File: config.mk
export PLATFORM = sky130hd
export DESIGN_NAME = branch_hint_gen
export DESIGN_NICKNAME = d
export VERILOG_FILES = /design/src/rtl/branch_hint_pkg.sv /design/src/rtl/hint_ctrl.sv /design/src/rtl/hint_path.sv /design/src/rtl/branch_hint_gen.sv
export SDC_FILE = /design/constraint.sdc
export NUM_CORES = 1
export LEC_CHECK = 0
export BUFFER_PORTS_ARGS = -buffer_cell sky130_fd_sc_hd__buf_2
export CORE_AREA = 2 2 39 41
export CTS_CLUSTER_SIZE = 24
export DETAILED_ROUTE_END_ITERATION = 8
export DIE_AREA = 0 0 41 43
export HOLD_SLACK_MARGIN = 0.08
export PLACE_DENSITY = 0.6
export SLEW_MARGIN = 10
export SYNTH_ARGS = -nofsm -noshare
export SYNTH_HDL_FRONTEND = slang
export SYNTH_SLANG_ARGS = --single-unit
export TNS_END_PERCENT = 10
File: constraint.sdc
create_clock -name clk -period 1.5 [get_ports clk]
set_input_delay 0.075 -clock clk [delete_from_list [all_inputs] [get_ports clk]]
set_output_delay 0.075 -clock clk [all_outputs]
set_load 0.02 [all_outputs]
File: src/rtl/branch_hint_pkg.sv
package branch_hint_pkg;

  localparam int HINT_W = 4;

  typedef enum logic [HINT_W-1:0] {
    HINT_NONE       = 4'b0000,
    HINT_DEC_BACK   = 4'b0001,
    HINT_DEC_COND   = 4'b0010,
    HINT_EX_COND    = 4'b0011,
    HINT_DEC_UNCOND = 4'b0100,
    HINT_EX_UNCOND  = 4'b0101,
    HINT_TAKEN      = 4'b1000
  } hint_e;

  // strobes from control to datapath, one decision per cycle
  typedef struct packed {
    logic takeSel;   // report a taken conditional decode branch
    logic exNew;     // a new execute entry supplies the code
    logic exHold;    // the held execute code is repeated
    logic decSel;    // decode code is selected
    logic suppress;  // a load/store PC write is active in execute
  } hint_strobe_t;

endpackage

File: src/rtl/hint_ctrl.sv
module hint_ctrl
  import branch_hint_pkg::*;
(
  input  logic         clk,
  input  logic         rst,
  input  logic         decValid,
  input  logic         exValid,
  input  logic         exLsu,
  input  logic         exStall,
  input  logic         brTaken,
  input  logic         condDecShown,
  output hint_strobe_t strobe
);

  logic exActiveQ;
  logic exLsuQ;
  logic exAny;
  logic lsuNow;

  always_comb begin
    strobe         = '0;
    strobe.takeSel = condDecShown & brTaken;
    strobe.exNew   = exValid;
    strobe.exHold  = ~exValid & exStall & exActiveQ;
    exAny          = strobe.exNew | strobe.exHold;
    strobe.decSel  = decValid & ~exAny & ~strobe.takeSel;
    lsuNow         = exValid ? exLsu : (strobe.exHold & exLsuQ);
    strobe.suppress = lsuNow & ~strobe.takeSel;
  end

  always_ff @(posedge clk) begin
    if (rst) begin
      exActiveQ <= 1'b0;
      exLsuQ    <= 1'b0;
    end else begin
      exActiveQ <= exAny;
      exLsuQ    <= lsuNow;
    end
  end

endmodule

File: src/rtl/hint_path.sv
module hint_path
  import branch_hint_pkg::*;
(
  input  logic              clk,
  input  logic              rst,
  input  hint_strobe_t      strobe,
  input  logic              decCond,
  input  logic              decBackward,
  input  logic              decInIt,
  input  logic              exCbz,
  input  logic              exInIt,
  output logic [HINT_W-1:0] hint,
  output logic              fetchSuppress,
  output logic              condDecShown
);

  hint_e hintQ;
  hint_e hintNext;
  hint_e exCodeQ;
  hint_e exCodeNow;
  hint_e exEnc;
  hint_e decEnc;
  logic  supQ;

  always_comb begin
    exEnc = (exCbz | exInIt) ? HINT_EX_COND : HINT_EX_UNCOND;
    if (decInIt)          decEnc = HINT_DEC_COND;
    else if (!decCond)    decEnc = HINT_DEC_UNCOND;
    else if (decBackward) decEnc = HINT_DEC_BACK;
    else                  decEnc = HINT_DEC_COND;
    exCodeNow = strobe.exNew ? exEnc : exCodeQ;
  end

  always_comb begin
    if (strobe.takeSel)                     hintNext = HINT_TAKEN;
    else if (strobe.exNew | strobe.exHold)  hintNext = exCodeNow;
    else if (strobe.decSel)                 hintNext = decEnc;
    else                                    hintNext = HINT_NONE;
  end

  always_ff @(posedge clk) begin
    if (rst) begin
      hintQ   <= HINT_NONE;
      exCodeQ <= HINT_NONE;
      supQ    <= 1'b0;
    end else begin
      hintQ   <= hintNext;
      exCodeQ <= exCodeNow;
      supQ    <= strobe.suppress & (hintNext == HINT_EX_UNCOND);
    end
  end

  assign hint          = hintQ;
  assign fetchSuppress = supQ;
  assign condDecShown  = (hintQ == HINT_DEC_BACK) || (hintQ == HINT_DEC_COND);

endmodule

File: src/rtl/branch_hint_gen.sv
module branch_hint_gen
  import branch_hint_pkg::*;
(
  input  logic              clk,
  input  logic              rst,
  input  logic              decValid,
  input  logic              decCond,
  input  logic              decBackward,
  input  logic              decInIt,
  input  logic              exValid,
  input  logic              exCbz,
  input  logic              exLsu,
  input  logic              exInIt,
  input  logic              exStall,
  input  logic              brTaken,
  output logic [HINT_W-1:0] hint,
  output logic              fetchSuppress
);

  hint_strobe_t strobe;
  logic         condDecShown;

  hint_ctrl u_ctrl (
    .clk          (clk),
    .rst          (rst),
    .decValid     (decValid),
    .exValid      (exValid),
    .exLsu        (exLsu),
    .exStall      (exStall),
    .brTaken      (brTaken),
    .condDecShown (condDecShown),
    .strobe       (strobe)
  );

  hint_path u_path (
    .clk           (clk),
    .rst           (rst),
    .strobe        (strobe),
    .decCond       (decCond),
    .decBackward   (decBackward),
    .decInIt       (decInIt),
    .exCbz         (exCbz),
    .exInIt        (exInIt),
    .hint          (hint),
    .fetchSuppress (fetchSuppress),
    .condDecShown  (condDecShown)
  );

endmodule

==> results.cfg <==
[run_status]
status = completed

[worst_setup_path]
reg2reg_slack_ns = 0.25
r2r_cells = 4
cp.required_ns = 1.68
critPathLaunchType = register
cp-end-kind = register
r2r-start = u_ctrl.exActiveQ$_SDFF_PP0_
worstPathMaxFanout = 7
reg2reg_to = u_path.fetchSuppress$_SDFF_PP0_
critical_path_class = reg2reg
crit_arrival_ns = 1.43

[placed_design]
dp_cells = 80
gp_congestion = 0.761
portBuffers = 16

[power]
finalPower_w = 0.000603
pwr-share-seq_pct = 52.9
leakage_nw = 0.233
peakVddDrop_mv = 0.415
p_comb_share_pct = 14.7
power_density_nw_per_um2 = 1030
clkPwrFrac_pct = 32.4
p_int_w = 0.000449
netSwitchingFraction_pct = 25.7
p_sw_w = 0.000155

[clocking]
htree_levels = 1
cts_sinks = 11
clkTransAtPathRegs_ns = 0.07
cts_resized = 0
cts_buffers = 3
tritoncts = built
clock-root-buffer = clkbuf_4
postCtsSetupRepairBufs = 0
clkLatencyLatePin_ns = 0.26
cts_hold_buf = 0
cts_buffer_depth = 2

[timing]
hold_viol_final = 0
clock.fmax_mhz = 800
holdWs_ns = 0.0999
period_share_pct = 83.3
slew_violations = 0
skew_ns = 0.000787
maxSlewHeadroom_pct = 74.0
grt_setup_unrepaired = false
worst_pin_slew_ns = 0.387
fin_crit_ns = 1.25
setup_violations = 0
fin_tns_setup_ns = 0

[grt]
grt_use_total_pct = 14.0
grt_pass1_wl_um = 1630
grt_max_degree = 15
grt_pass1_vias = 410
grt_antenna_before_repair = 0
grt_overflow = 0

[routing]
drc = 0
vias = 416
first_pass_iters = 2
postRouteAntennaNets = 0
drtIter0Drc = 1
drt_wl_total_um = 937
viasPerCell = 4.95
wl_per_cell_um = 11.2

[hold_path]
worstHoldPathType = in2reg
hold_path_depth = 3
hold-path-endpoint = u_ctrl.exLsuQ$_SDFF_PP0_
holdCritStartpoint = exLsu

[finish]
multi_input_area_um2 = 234
fin_cells = 84
num-fill-cells = 142
layout-drive-gt1-share_pct = 32.4
layout.nets = 81
syn2layout_area_growth_pct = 25.2
regArea_um2 = 220
antenna_cells = 0

[synth]
yosysTopAreaCellShare_pct = 47.2
avgSynthCellArea_um2 = 9.33
netlist_area_um2 = 467
ys_top_cells_by_area = dfxtp_1 (47%), nand4b_1 (9.4%), nor2_1 (6.4%), nor4_2 (5.4%), a21oi_1 (3.2%)
yosys.area.top_type = dfxtp_1
yosys_warnings = 0
ys_seq_area_share_pct = 47.2
synth_cell_types = 23
synth_nets = 62
synth_cells = 50
synth-seq-cells = 11

[run]
drv_cap = 0

[floorplan]
dieWidth_um = 41
core_area_um2 = 1380
die_area_um2 = 1760
pin_count = 17
die_h_um = 43
initial_core_util_pct = 33.7
rows = 14
[cell type report]
class                      count  share of cell area [%]
multi-input combinational     36                    40.0
sequential                    11                    37.7
timing repair buffer          16                    13.7
clock buffer                   4                    4.50
tap                           16                    3.43
inverter                       1                   0.642
[through the flow]
| step | area (um^2) | util, % | worst slack, ns |
|---|---|---|---|
| 3_5_place_dp | 558 | 40.3 | 0.271 |
| 3_3_place_gp | 558 | 40.3 | 0.325 |
| 5_1_grt | 584 | 42.2 | 0.181 |
| 4_1_cts | 584 | 42.2 | 0.255 |
| 6_report | 584 | 42.2 | 0.250 |
| 2_1_floorplan | 467 | - | 0.301 |
[cell families (layout without fill, tap and decap cells)]
| logic type | count (synthesis) | after routing | share of synthesized area (%) |
|---|---|---|---|
| simple gates | 24 | 24 | 31.4 |
| compound gates | 11 | 11 | 16.9 |
| flops | 11 | 11 | 47.2 |
| buf+inv | 3 | 21 | 2.68 |
| xor+xnor | 1 | 1 | 1.88 |
[Yosys cell counts]
cell type	count
nor2b_1	2
o21ai_0	1
inv_1	1
nor2_1	8
a211oi_1	1
nor4_2	2
buf_2	1
dfxtp_1	11
clkbuf_1	1
a31o_1	1
a21oi_2	1
a311oi_1	1
xnor2_1	1
nor3_1	1
nand4b_1	5
o211ai_1	1
a31oi_1	1
nand2b_1	1
a21oi_1	3
o41a_1	1
nor3b_1	1
nand2_1	3
nand3_1	1
[worst max-delay path, cell delays in order (launching register included)]
cell,delay (ns)
dfxtp_1,0.39
a21oi_2,0.21
nand3_1,0.10
a31o_1,0.25
nor4_2,0.22
[how the worst max path moves through the flow]
stage | startpoint | to | slack [ns]
2_1_floorplan | u_path.hint[0]$_SDFF_PP0_ | u_path.fetchSuppress$_SDFF_PP0_ | 0.30
3_3_place_gp | u_ctrl.exActiveQ$_SDFF_PP0_ | u_path.fetchSuppress$_SDFF_PP0_ | 0.33
3_5_place_dp | u_ctrl.exActiveQ$_SDFF_PP0_ | u_path.fetchSuppress$_SDFF_PP0_ | 0.27
4_1_cts | u_ctrl.exActiveQ$_SDFF_PP0_ | u_path.fetchSuppress$_SDFF_PP0_ | 0.26
5_1_grt | u_path.hint[1]$_SDFF_PP0_ | u_path.fetchSuppress$_SDFF_PP0_ | 0.18
6_report | u_ctrl.exActiveQ$_SDFF_PP0_ | u_path.fetchSuppress$_SDFF_PP0_ | 0.25
[state kept, by name, indices dropped and copies added, names as in the netlist]
| register | cells |
|---|---|
| u_ctrl.exLsuQ | 1 |
| u_path.fetchSuppress | 1 |
| u_path.hint | 4 |
| u_path.exCodeQ | 4 |
| u_ctrl.exActiveQ | 1 |
[routing by layer]
metal	GRT usage, %	share of wire, %	vias to the layer above
li1	-	-	220
met1	16.1	44	177
met2	21.6	48	15
met3	3.14	4.4	4
met4	10.0	3.0	0
met5	0	0	-
[cells in the final DEF (no fill, tap or decap)]
| cell | instances |
|---|---|
| nand2b_1 | 1 |
| clkbuf_4 | 3 |
| a211oi_1 | 1 |
| a31oi_1 | 1 |
| nand2_1 | 3 |
| nor3b_1 | 1 |
| a21oi_2 | 1 |
| a21oi_1 | 3 |
| inv_1 | 1 |
| nand4b_1 | 5 |
| nor2b_1 | 2 |
| o21ai_0 | 1 |
| xnor2_1 | 1 |
| a311oi_1 | 1 |
| a31o_1 | 1 |
| nor3_1 | 1 |
| o211ai_1 | 1 |
| nor2_1 | 8 |
| nor4_2 | 2 |
| clkbuf_1 | 1 |
| dfxtp_1 | 11 |
| nand3_1 | 1 |
| buf_2 | 16 |
| o41a_1 | 1 |
[power by group through the flow]
stage	logic [W]	registers (W)	clock network, W
2_1_floorplan	0.0000469	0.000334	0
3_5_place_dp	0.0000898	0.000326	0
4_1_cts	0.0000899	0.000319	0.000203
6_report	0.0000888	0.000319	0.000195
3_3_place_gp	0.0000892	0.000325	0
5_1_grt	0.000102	0.000321	0.000221
Power figures use the tool's default switching activity.
